`config.mk`:
```
export PLATFORM = sky130hd
export DESIGN_NAME = bm_window_top
export DESIGN_NICKNAME = d
export VERILOG_FILES = /design/src/rtl/bmw_pkg.sv /design/src/rtl/bmw_decode.sv /design/src/rtl/bmw_chan.sv /design/src/rtl/bmw_mode.sv /design/src/rtl/bm_window_top.sv
export SDC_FILE = /design/constraint.sdc
export NUM_CORES = 1
export LEC_CHECK = 0
export ABC_AREA = 1
export BUFFER_PORTS_ARGS = -buffer_cell sky130_fd_sc_hd__buf_2
export CAP_MARGIN = 20
export CORE_MARGIN = 2
export CORE_UTILIZATION = 45
export CTS_CLUSTER_SIZE = 16
export DETAILED_ROUTE_END_ITERATION = 6
export PLACE_DENSITY = 0.7
export SETUP_SLACK_MARGIN = 0.3
export SYNTH_ARGS = -nofsm -noshare
export SYNTH_HDL_FRONTEND = slang
export SYNTH_SLANG_ARGS = --single-unit
export TNS_END_PERCENT = 30
```
`constraint.sdc`:
```
create_clock -name clk -period 1.5 [get_ports clk]
set_clock_uncertainty 0.2 [all_clocks]
set_input_delay 0.225 -clock clk [delete_from_list [all_inputs] [get_ports clk]]
set_output_delay 0.225 -clock clk [all_outputs]
set_load 0.02 [all_outputs]
```
`src/rtl/bmw_pkg.sv`:
```
package bmw_pkg;
  localparam int CH_COUNT    = 2;
  localparam int SLICE_BYTES = 8;
  localparam int WIN_BYTES   = CH_COUNT * SLICE_BYTES;
  localparam int ADDR_W      = $clog2(WIN_BYTES);
  localparam int SLICE_AW    = $clog2(SLICE_BYTES);
  localparam int CH_IDX_W    = ADDR_W - SLICE_AW;
  localparam int DATA_W      = 32;
  localparam int BYTE_W      = 8;
  localparam int LANES       = DATA_W / BYTE_W;
  localparam int LANE_W      = $clog2(LANES);

  // command byte: start and direction bits are kept
  localparam logic [BYTE_W-1:0] CMD_KEEP = 8'h09;

  // status bit positions
  localparam int ST_ACT  = 0;
  localparam int ST_ERR  = 1;
  localparam int ST_INT  = 2;
  localparam int ST_CAP  = 5;

  // mode byte positions
  localparam int MD_REQ_BASE = 2;
  localparam int MD_BLK_BASE = 4;

  typedef enum logic [1:0] {
    SZ_BYTE = 2'd0,
    SZ_HALF = 2'd1,
    SZ_WORD = 2'd2,
    SZ_WIDE = 2'd3
  } acc_size_e;

  typedef enum logic [1:0] {
    RS_CMD  = 2'd0,
    RS_MODE = 2'd1,
    RS_STAT = 2'd2,
    RS_TIME = 2'd3
  } reg_sel_e;

  typedef struct packed {
    logic                grp_wr;
    logic                grp_rd;
    logic                grp_wide;
    logic                desc_wr;
    logic                desc_rd;
    logic [CH_IDX_W-1:0] ch;
    reg_sel_e            sel;
    logic [LANE_W-1:0]   lane;
    acc_size_e           size;
  } dec_t;
endpackage

```
`src/rtl/bmw_decode.sv`:
```
module bmw_decode
  import bmw_pkg::*;
(
  input  logic              acc_en,
  input  logic              acc_we,
  input  logic [ADDR_W-1:0] acc_addr,
  input  logic [1:0]        acc_size,
  output dec_t              dec
);
  logic in_desc;
  logic is_byte;

  always_comb begin
    in_desc      = acc_addr[SLICE_AW-1];
    is_byte      = (acc_size == SZ_BYTE);
    dec.ch       = acc_addr[ADDR_W-1:SLICE_AW];
    dec.sel      = reg_sel_e'(acc_addr[1:0]);
    dec.lane     = acc_addr[LANE_W-1:0];
    dec.size     = acc_size_e'(acc_size);
    dec.grp_wide = !is_byte;
    dec.grp_wr   = acc_en && acc_we && !in_desc && is_byte;
    dec.grp_rd   = acc_en && !acc_we && !in_desc;
    dec.desc_wr  = acc_en && acc_we && in_desc;
    dec.desc_rd  = acc_en && !acc_we && in_desc;
  end
endmodule

```
`src/rtl/bmw_chan.sv`:
```
module bmw_chan
  import bmw_pkg::*;
(
  input  logic              clk,
  input  logic              rst_n,
  input  logic              cmd_we,
  input  logic              stat_we,
  input  logic              time_we,
  input  logic              desc_we,
  input  acc_size_e         size,
  input  logic [LANE_W-1:0] lane,
  input  logic [DATA_W-1:0] wdata,
  input  logic              irq_req,
  input  logic              err_pulse,
  input  logic              active,
  output logic [BYTE_W-1:0] cmd_q,
  output logic [BYTE_W-1:0] stat_rd,
  output logic [BYTE_W-1:0] time_q,
  output logic [DATA_W-1:0] desc_q
);
  logic [BYTE_W-1:0] cmd_d;
  logic [BYTE_W-1:0] time_d;
  logic              err_q, err_d;
  logic              int_q, int_d;
  logic [1:0]        cap_q, cap_d;
  logic              req_prev_q;
  logic              stat_en;

  // command and timing next state
  always_comb begin
    cmd_d  = wdata[BYTE_W-1:0] & CMD_KEEP;
    time_d = wdata[BYTE_W-1:0];
  end

  // status next state: set beats clear
  always_comb begin
    err_d = err_q;
    int_d = int_q;
    cap_d = cap_q;
    if (stat_we) begin
      cap_d = wdata[ST_CAP +: 2];
      if (wdata[ST_ERR]) err_d = 1'b0;
      if (wdata[ST_INT]) int_d = 1'b0;
    end
    if (err_pulse) err_d = 1'b1;
    if (irq_req && !req_prev_q) int_d = 1'b1;
    stat_en = stat_we || err_pulse || (irq_req && !req_prev_q);
  end

  always_ff @(posedge clk or negedge rst_n) begin
    if (!rst_n) begin
      cmd_q <= '0;
    end else if (cmd_we) begin
      cmd_q <= cmd_d;
    end
  end

  always_ff @(posedge clk or negedge rst_n) begin
    if (!rst_n) begin
      time_q <= '0;
    end else if (time_we) begin
      time_q <= time_d;
    end
  end

  always_ff @(posedge clk or negedge rst_n) begin
    if (!rst_n) begin
      err_q <= 1'b0;
      int_q <= 1'b0;
      cap_q <= '0;
    end else if (stat_en) begin
      err_q <= err_d;
      int_q <= int_d;
      cap_q <= cap_d;
    end
  end

  always_ff @(posedge clk or negedge rst_n) begin
    if (!rst_n) begin
      req_prev_q <= 1'b0;
    end else begin
      req_prev_q <= irq_req;
    end
  end

  always_comb begin
    stat_rd          = '0;
    stat_rd[ST_ACT]  = active;
    stat_rd[ST_ERR]  = err_q;
    stat_rd[ST_INT]  = int_q;
    stat_rd[ST_CAP +: 2] = cap_q;
  end

  // descriptor port: one register per byte lane
  logic [LANES-1:0] lane_we;

  always_comb begin
    lane_we = '0;
    if (desc_we) begin
      case (size)
        SZ_BYTE: lane_we[lane] = 1'b1;
        SZ_HALF: lane_we = lane[1] ? 4'b1100 : 4'b0011;
        default: lane_we = '1;
      endcase
    end
  end

  for (genvar l = 0; l < LANES; l++) begin : g_lane
    logic [BYTE_W-1:0] lane_d;
    logic [BYTE_W-1:0] lane_q;

    always_comb begin
      case (size)
        SZ_BYTE: lane_d = wdata[BYTE_W-1:0];
        SZ_HALF: lane_d = wdata[(l % 2)*BYTE_W +: BYTE_W];
        default: lane_d = wdata[l*BYTE_W +: BYTE_W];
      endcase
      if (l == 0) lane_d[1:0] = 2'b00;
    end

    always_ff @(posedge clk or negedge rst_n) begin
      if (!rst_n) begin
        lane_q <= '0;
      end else if (lane_we[l]) begin
        lane_q <= lane_d;
      end
    end

    assign desc_q[l*BYTE_W +: BYTE_W] = lane_q;
  end
endmodule

```
`src/rtl/bmw_mode.sv`:
```
module bmw_mode
  import bmw_pkg::*;
(
  input  logic                clk,
  input  logic                rst_n,
  input  logic                mode_we,
  input  logic [CH_COUNT-1:0] blk_wdata,
  input  logic [CH_COUNT-1:0] irq_req,
  output logic [BYTE_W-1:0]   mode_q,
  output logic                irq_out
);
  logic [CH_COUNT-1:0] req_q;
  logic [CH_COUNT-1:0] blk_q;
  logic [CH_COUNT-1:0] pend;

  always_ff @(posedge clk or negedge rst_n) begin
    if (!rst_n) begin
      req_q <= '0;
    end else begin
      req_q <= irq_req;
    end
  end

  always_ff @(posedge clk or negedge rst_n) begin
    if (!rst_n) begin
      blk_q <= '0;
    end else if (mode_we) begin
      blk_q <= blk_wdata;
    end
  end

  for (genvar c = 0; c < CH_COUNT; c++) begin : g_pend
    assign pend[c] = req_q[c] && !blk_q[c];
  end

  always_comb begin
    mode_q = '0;
    mode_q[MD_REQ_BASE +: CH_COUNT] = req_q;
    mode_q[MD_BLK_BASE +: CH_COUNT] = blk_q;
    irq_out = |pend;
  end
endmodule

```
`src/rtl/bm_window_top.sv`:
```
module bm_window_top
  import bmw_pkg::*;
(
  input  logic                clk,
  input  logic                rst_n,
  input  logic                acc_en,
  input  logic                acc_we,
  input  logic [ADDR_W-1:0]   acc_addr,
  input  logic [1:0]          acc_size,
  input  logic [DATA_W-1:0]   acc_wdata,
  output logic [DATA_W-1:0]   rd_data,
  input  logic [CH_COUNT-1:0] chan_irq_req,
  input  logic [CH_COUNT-1:0] chan_err_pulse,
  input  logic [CH_COUNT-1:0] chan_active,
  output logic                irq_out
);
  localparam logic [DATA_W-1:0] HALF_ONES = {{(DATA_W-16){1'b0}}, 16'hFFFF};

  dec_t dec;

  bmw_decode u_dec (
    .acc_en   (acc_en),
    .acc_we   (acc_we),
    .acc_addr (acc_addr),
    .acc_size (acc_size),
    .dec      (dec)
  );

  logic [BYTE_W-1:0] cmd_arr  [CH_COUNT];
  logic [BYTE_W-1:0] stat_arr [CH_COUNT];
  logic [BYTE_W-1:0] time_arr [CH_COUNT];
  logic [DATA_W-1:0] desc_arr [CH_COUNT];
  logic [BYTE_W-1:0] mode_bits;
  logic              mode_we;

  assign mode_we = dec.grp_wr && (dec.sel == RS_MODE);

  for (genvar c = 0; c < CH_COUNT; c++) begin : g_ch
    logic hit;
    assign hit = (dec.ch == CH_IDX_W'(c));

    bmw_chan u_chan (
      .clk       (clk),
      .rst_n     (rst_n),
      .cmd_we    (dec.grp_wr && hit && (dec.sel == RS_CMD)),
      .stat_we   (dec.grp_wr && hit && (dec.sel == RS_STAT)),
      .time_we   (dec.grp_wr && hit && (dec.sel == RS_TIME)),
      .desc_we   (dec.desc_wr && hit),
      .size      (dec.size),
      .lane      (dec.lane),
      .wdata     (acc_wdata),
      .irq_req   (chan_irq_req[c]),
      .err_pulse (chan_err_pulse[c]),
      .active    (chan_active[c]),
      .cmd_q     (cmd_arr[c]),
      .stat_rd   (stat_arr[c]),
      .time_q    (time_arr[c]),
      .desc_q    (desc_arr[c])
    );
  end

  bmw_mode u_mode (
    .clk       (clk),
    .rst_n     (rst_n),
    .mode_we   (mode_we),
    .blk_wdata (acc_wdata[MD_BLK_BASE +: CH_COUNT]),
    .irq_req   (chan_irq_req),
    .mode_q    (mode_bits),
    .irq_out   (irq_out)
  );

  // read path
  logic [DATA_W-1:0] rd_q, rd_d;
  logic              rd_en;
  logic [DATA_W-1:0] desc_sel;
  logic [BYTE_W-1:0] grp_byte;

  always_comb begin
    desc_sel = desc_arr[dec.ch];
    case (dec.sel)
      RS_CMD:  grp_byte = cmd_arr[dec.ch];
      RS_MODE: grp_byte = mode_bits;
      RS_STAT: grp_byte = stat_arr[dec.ch];
      default: grp_byte = time_arr[dec.ch];
    endcase
  end

  always_comb begin
    rd_en = dec.grp_rd || dec.desc_rd;
    rd_d  = '0;
    if (dec.grp_rd) begin
      if (dec.grp_wide) begin
        rd_d = (dec.size == SZ_HALF) ? HALF_ONES : '1;
      end else begin
        rd_d = DATA_W'(grp_byte);
      end
    end else begin
      case (dec.size)
        SZ_BYTE: rd_d = DATA_W'(desc_sel[{dec.lane, 3'b000} +: BYTE_W]);
        SZ_HALF: rd_d = DATA_W'(desc_sel[{dec.lane[1], 4'b0000} +: 16]);
        default: rd_d = desc_sel;
      endcase
    end
  end

  always_ff @(posedge clk or negedge rst_n) begin
    if (!rst_n) begin
      rd_q <= '0;
    end else if (rd_en) begin
      rd_q <= rd_d;
    end
  end

  assign rd_data = rd_q;
endmodule

```
==> impl_metrics.env <==
export IMPL_core_area_mm2=0.0138
export IMPL_drt_pass1_iterations=5
export IMPL_multiInputGateArea_mm2=0.00311
export IMPL_clk_latency_ns=0.43
export IMPL_hold_violations=0
export IMPL_tritoncts="done"
export IMPL_crit_chain="o22ai_2 > buf_6"
export IMPL_wirelength_um=19200
export IMPL_yosys_warnings=0
export IMPL_worst_hold_path_num_cells=5
export IMPL_drt_iter0_markers=516
export IMPL_ant_nets=0
export IMPL_fp_dieW_um=122
export IMPL_overflow=0
export IMPL_hold_class="primary input to flop"
export IMPL_rr_worst_depth=7
export IMPL_port_buffers=80
export IMPL_finish_utilization_pct=65.7
export IMPL_rsz0062_at_grt="true"
export IMPL_num_rows=43
export IMPL_grt_pass1_vias=5910
export IMPL_die_y_um=122
export IMPL_stdcell_count=1201
export IMPL_rr_startpoint="g_ch[0].u_chan.cap_q[0]$_DFFE_PN0P_"
export IMPL_period_share_pct=109
export IMPL_maxSlewViolCount=0
export IMPL_worst_r2r_endpoint="rd_data[5]$_DFFE_PN0P_"
export IMPL_leakagePower_uw=0.00452
export IMPL_io_pins=81
export IMPL_finalWorstSetupSlack_ns=-0.128
export IMPL_start_kind="flop"
export IMPL_die_area_mm2=0.0150
export IMPL_max_freq_ghz=0.614
export IMPL_hold_ws_ns=0.00226
export IMPL_seqCellArea_mm2=0.00310
export IMPL_track_usage_pct=26.5
export IMPL_fillers=1150
export IMPL_peakVddDrop_uv=766
export IMPL_synthCells=825
export IMPL_crit_arrival_ns=1.20
export IMPL_fin_crit_ns=1.63
export IMPL_grt_pass1_wl_um=30000
export IMPL_clock_path_buffers=2
export IMPL_postSynthAreaPerCell_um2=7.64
export IMPL_numCtsBuffers=17
export IMPL_setup_violations_final=1
export IMPL_cts_sinks=124
export IMPL_ys_async_sr_fraction_pct=100
export IMPL_worst_endpoint_required_ns=1.07
export IMPL_min_to="g_ch[0].u_chan.g_lane[3].lane_q[5]$_DFFE_PN0P_"
export IMPL_layout_commonest_cell="nand2_1"
export IMPL_tns_ns=-0.128
export IMPL_routedWlPerCell_um=16.0
export IMPL_violations="setup timing"
export IMPL_start_util_pct=45.8
export IMPL_worst_pin_slew_ns=0.431
export IMPL_p_per_area_mw_per_mm2=1200
export IMPL_ys_types=32
export IMPL_place_congestion=0.891
export IMPL_antenna_found_initial=0
export IMPL_synth_ff_type="dfrtp_1"
export IMPL_critical_path_class="flop to primary output"
export IMPL_crit_slowest_cell="dfrtp_1"
export IMPL_crit_fanout=3
export IMPL_viasPerCell=5.13
export IMPL_vias=6167
export IMPL_cts_reportedPaths_clkPinSlew_ns=0.06
export IMPL_numPlacedInstances=1135
export IMPL_fin_area_mm2=0.00905
export IMPL_syn2layout_area_growth_pct=43.6
export IMPL_outcome="finished, violations left"
export IMPL_path_buf_inv=1
export IMPL_synth_edff_count=0
export IMPL_regToRegSetupSlack_ns=0.09
export IMPL_diodes=0
export IMPL_h_tree_depth=4
export IMPL_crit_path_max_incr_delay_ns=0.41
export IMPL_dpl_instance_area_mm2=0.00759
export IMPL_ys_seq_elements=124
export IMPL_end_kind="primary output"
export IMPL_syn_area_mm2=0.00630
export IMPL_cts_root_buf="clkbuf_16"
export IMPL_max_cap_viol_count=0
export IMPL_min_from="acc_wdata[29]"
export IMPL_drive_gt1_share_pct=35.1
export IMPL_hpwlAfterDp_um=13600
export IMPL_crit_family="flip-flops"
export IMPL_syn_num_nets=873
export IMPL_layout_nets=1056
export IMPL_grt_max_degree=36
export IMPL_yosysSeqAreaShare_pct=49.2
export IMPL_relSlewSlack_pct=71.0
export IMPL_route_detailed_drc=0
export IMPL_final_cell_mix="nand2_1, dfrtp_1, buf_4, o21ai_0, inv_1"
==> cell families after synthesis <==
kind of cell | Yosys count | share of synthesized area, %
AO/OA/AOI/OAI | 184 | 16.0
buffers and inverters | 109 | 7.82
flip-flops | 124 | 49.2
AND/OR/NAND/NOR | 408 | 27.0
==> metrics by stage <==
stage	setup slack (ns)	total power [µW]
floorplan	0.00780	5470
global placement	-0.172	6350
detailed placement	-0.204	6400
CTS	-0.0841	10600
global route	-0.145	11300
finish	-0.128	10800
==> worst max path at each step <==
stage	from	endpoint	slack (ns)	depth (start not counted)
2_1_floorplan	acc_size[1]	g_ch[0].u_chan.g_lane[2].lane_q[7]$_DFFE_PN0P_	0.008	12
3_3_place_gp	acc_size[1]	rd_data[8]$_DFFE_PN0P_	-0.17	10
3_5_place_dp	acc_size[1]	rd_data[8]$_DFFE_PN0P_	-0.20	10
4_1_cts	g_ch[1].u_chan.req_prev_q$_DFF_PN0_	irq_out	-0.08	3
5_1_grt	u_mode.blk_q[1]$_DFFE_PN0P_	irq_out	-0.15	2
6_report	u_mode.blk_q[1]$_DFFE_PN0P_	irq_out	-0.13	2
==> flip-flops by register name, indices dropped and copies added (netlist names) <==
name,cells
g_ch.u_chan.int_q,2
g_ch.u_chan.cmd_q,4
u_mode.req_q,1
rd_data,32
u_mode.blk_q,2
g_ch.u_chan.err_q,2
g_ch.u_chan.cap_q,4
g_ch.u_chan.g_lane.lane_q,60
g_ch.u_chan.req_prev_q,1
g_ch.u_chan.time_q,16
==> where the power goes <==
part / switching [µW] / internal (µW) / total (µW)
combinational: 1490 / 1210 / 2700
clock: 1550 / 2310 / 3860
sequential: 336 / 3930 / 4270
total: 3380 / 7450 / 10800
==> per-layer routing <==
layer	track usage [%]	part of all wire, %	up-vias
met5	0	0	-
met4	13.9	3.8	0
met3	5.58	4.5	45
met2	41.5	49	171
met1	34.7	43	2933
li1	-	-	3018
==> synth_stat cells, types with 5 or more instances <==
library cell,n,area share (%)
a21oi_1,21,1.7
buf_2,20,1.6
clkbuf_1,9,0.54
dfrtp_1,124,49
inv_1,64,3.8
inv_2,5,0.30
nand2_1,338,20
nand3_1,25,2.0
nor2_1,18,1.1
nor2_2,6,0.60
o211ai_1,13,1.5
o21ai_0,124,9.8
o21ai_1,14,1.1
o21ai_2,8,1.1
or2_2,5,0.50
==> final cells by class <==
class / count / share of cell area (%)
multi-input combinational: 592 / 34.3
sequential: 124 / 34.3
clock buffer: 18 / 4.85
tap: 180 / 2.49
inverter: 74 / 3.46
clock inverter: 14 / 1.34
timing repair buffer: 199 / 19.3
==> worst register-to-register path, cell delays in order, from the launching register on <==
cell and delay [ns]:
dfrtp_1 0.39, or2_4 0.23, o211ai_1 0.09, nand3_1 0.12
nand2_1 0.11, inv_1 0.07, nand2_1 0.06, nand2_1 0.04
==> timing repair <==
action,4_1_cts,5_1_grt
setup endpoints to repair,87,138
setup buffers,11,10
pin swaps,34,54
hold endpoints to repair,143,0
gates resized for setup,126,117
cloned,0,0
hold buffers,13,0
(Power assumes the default switching activity.)
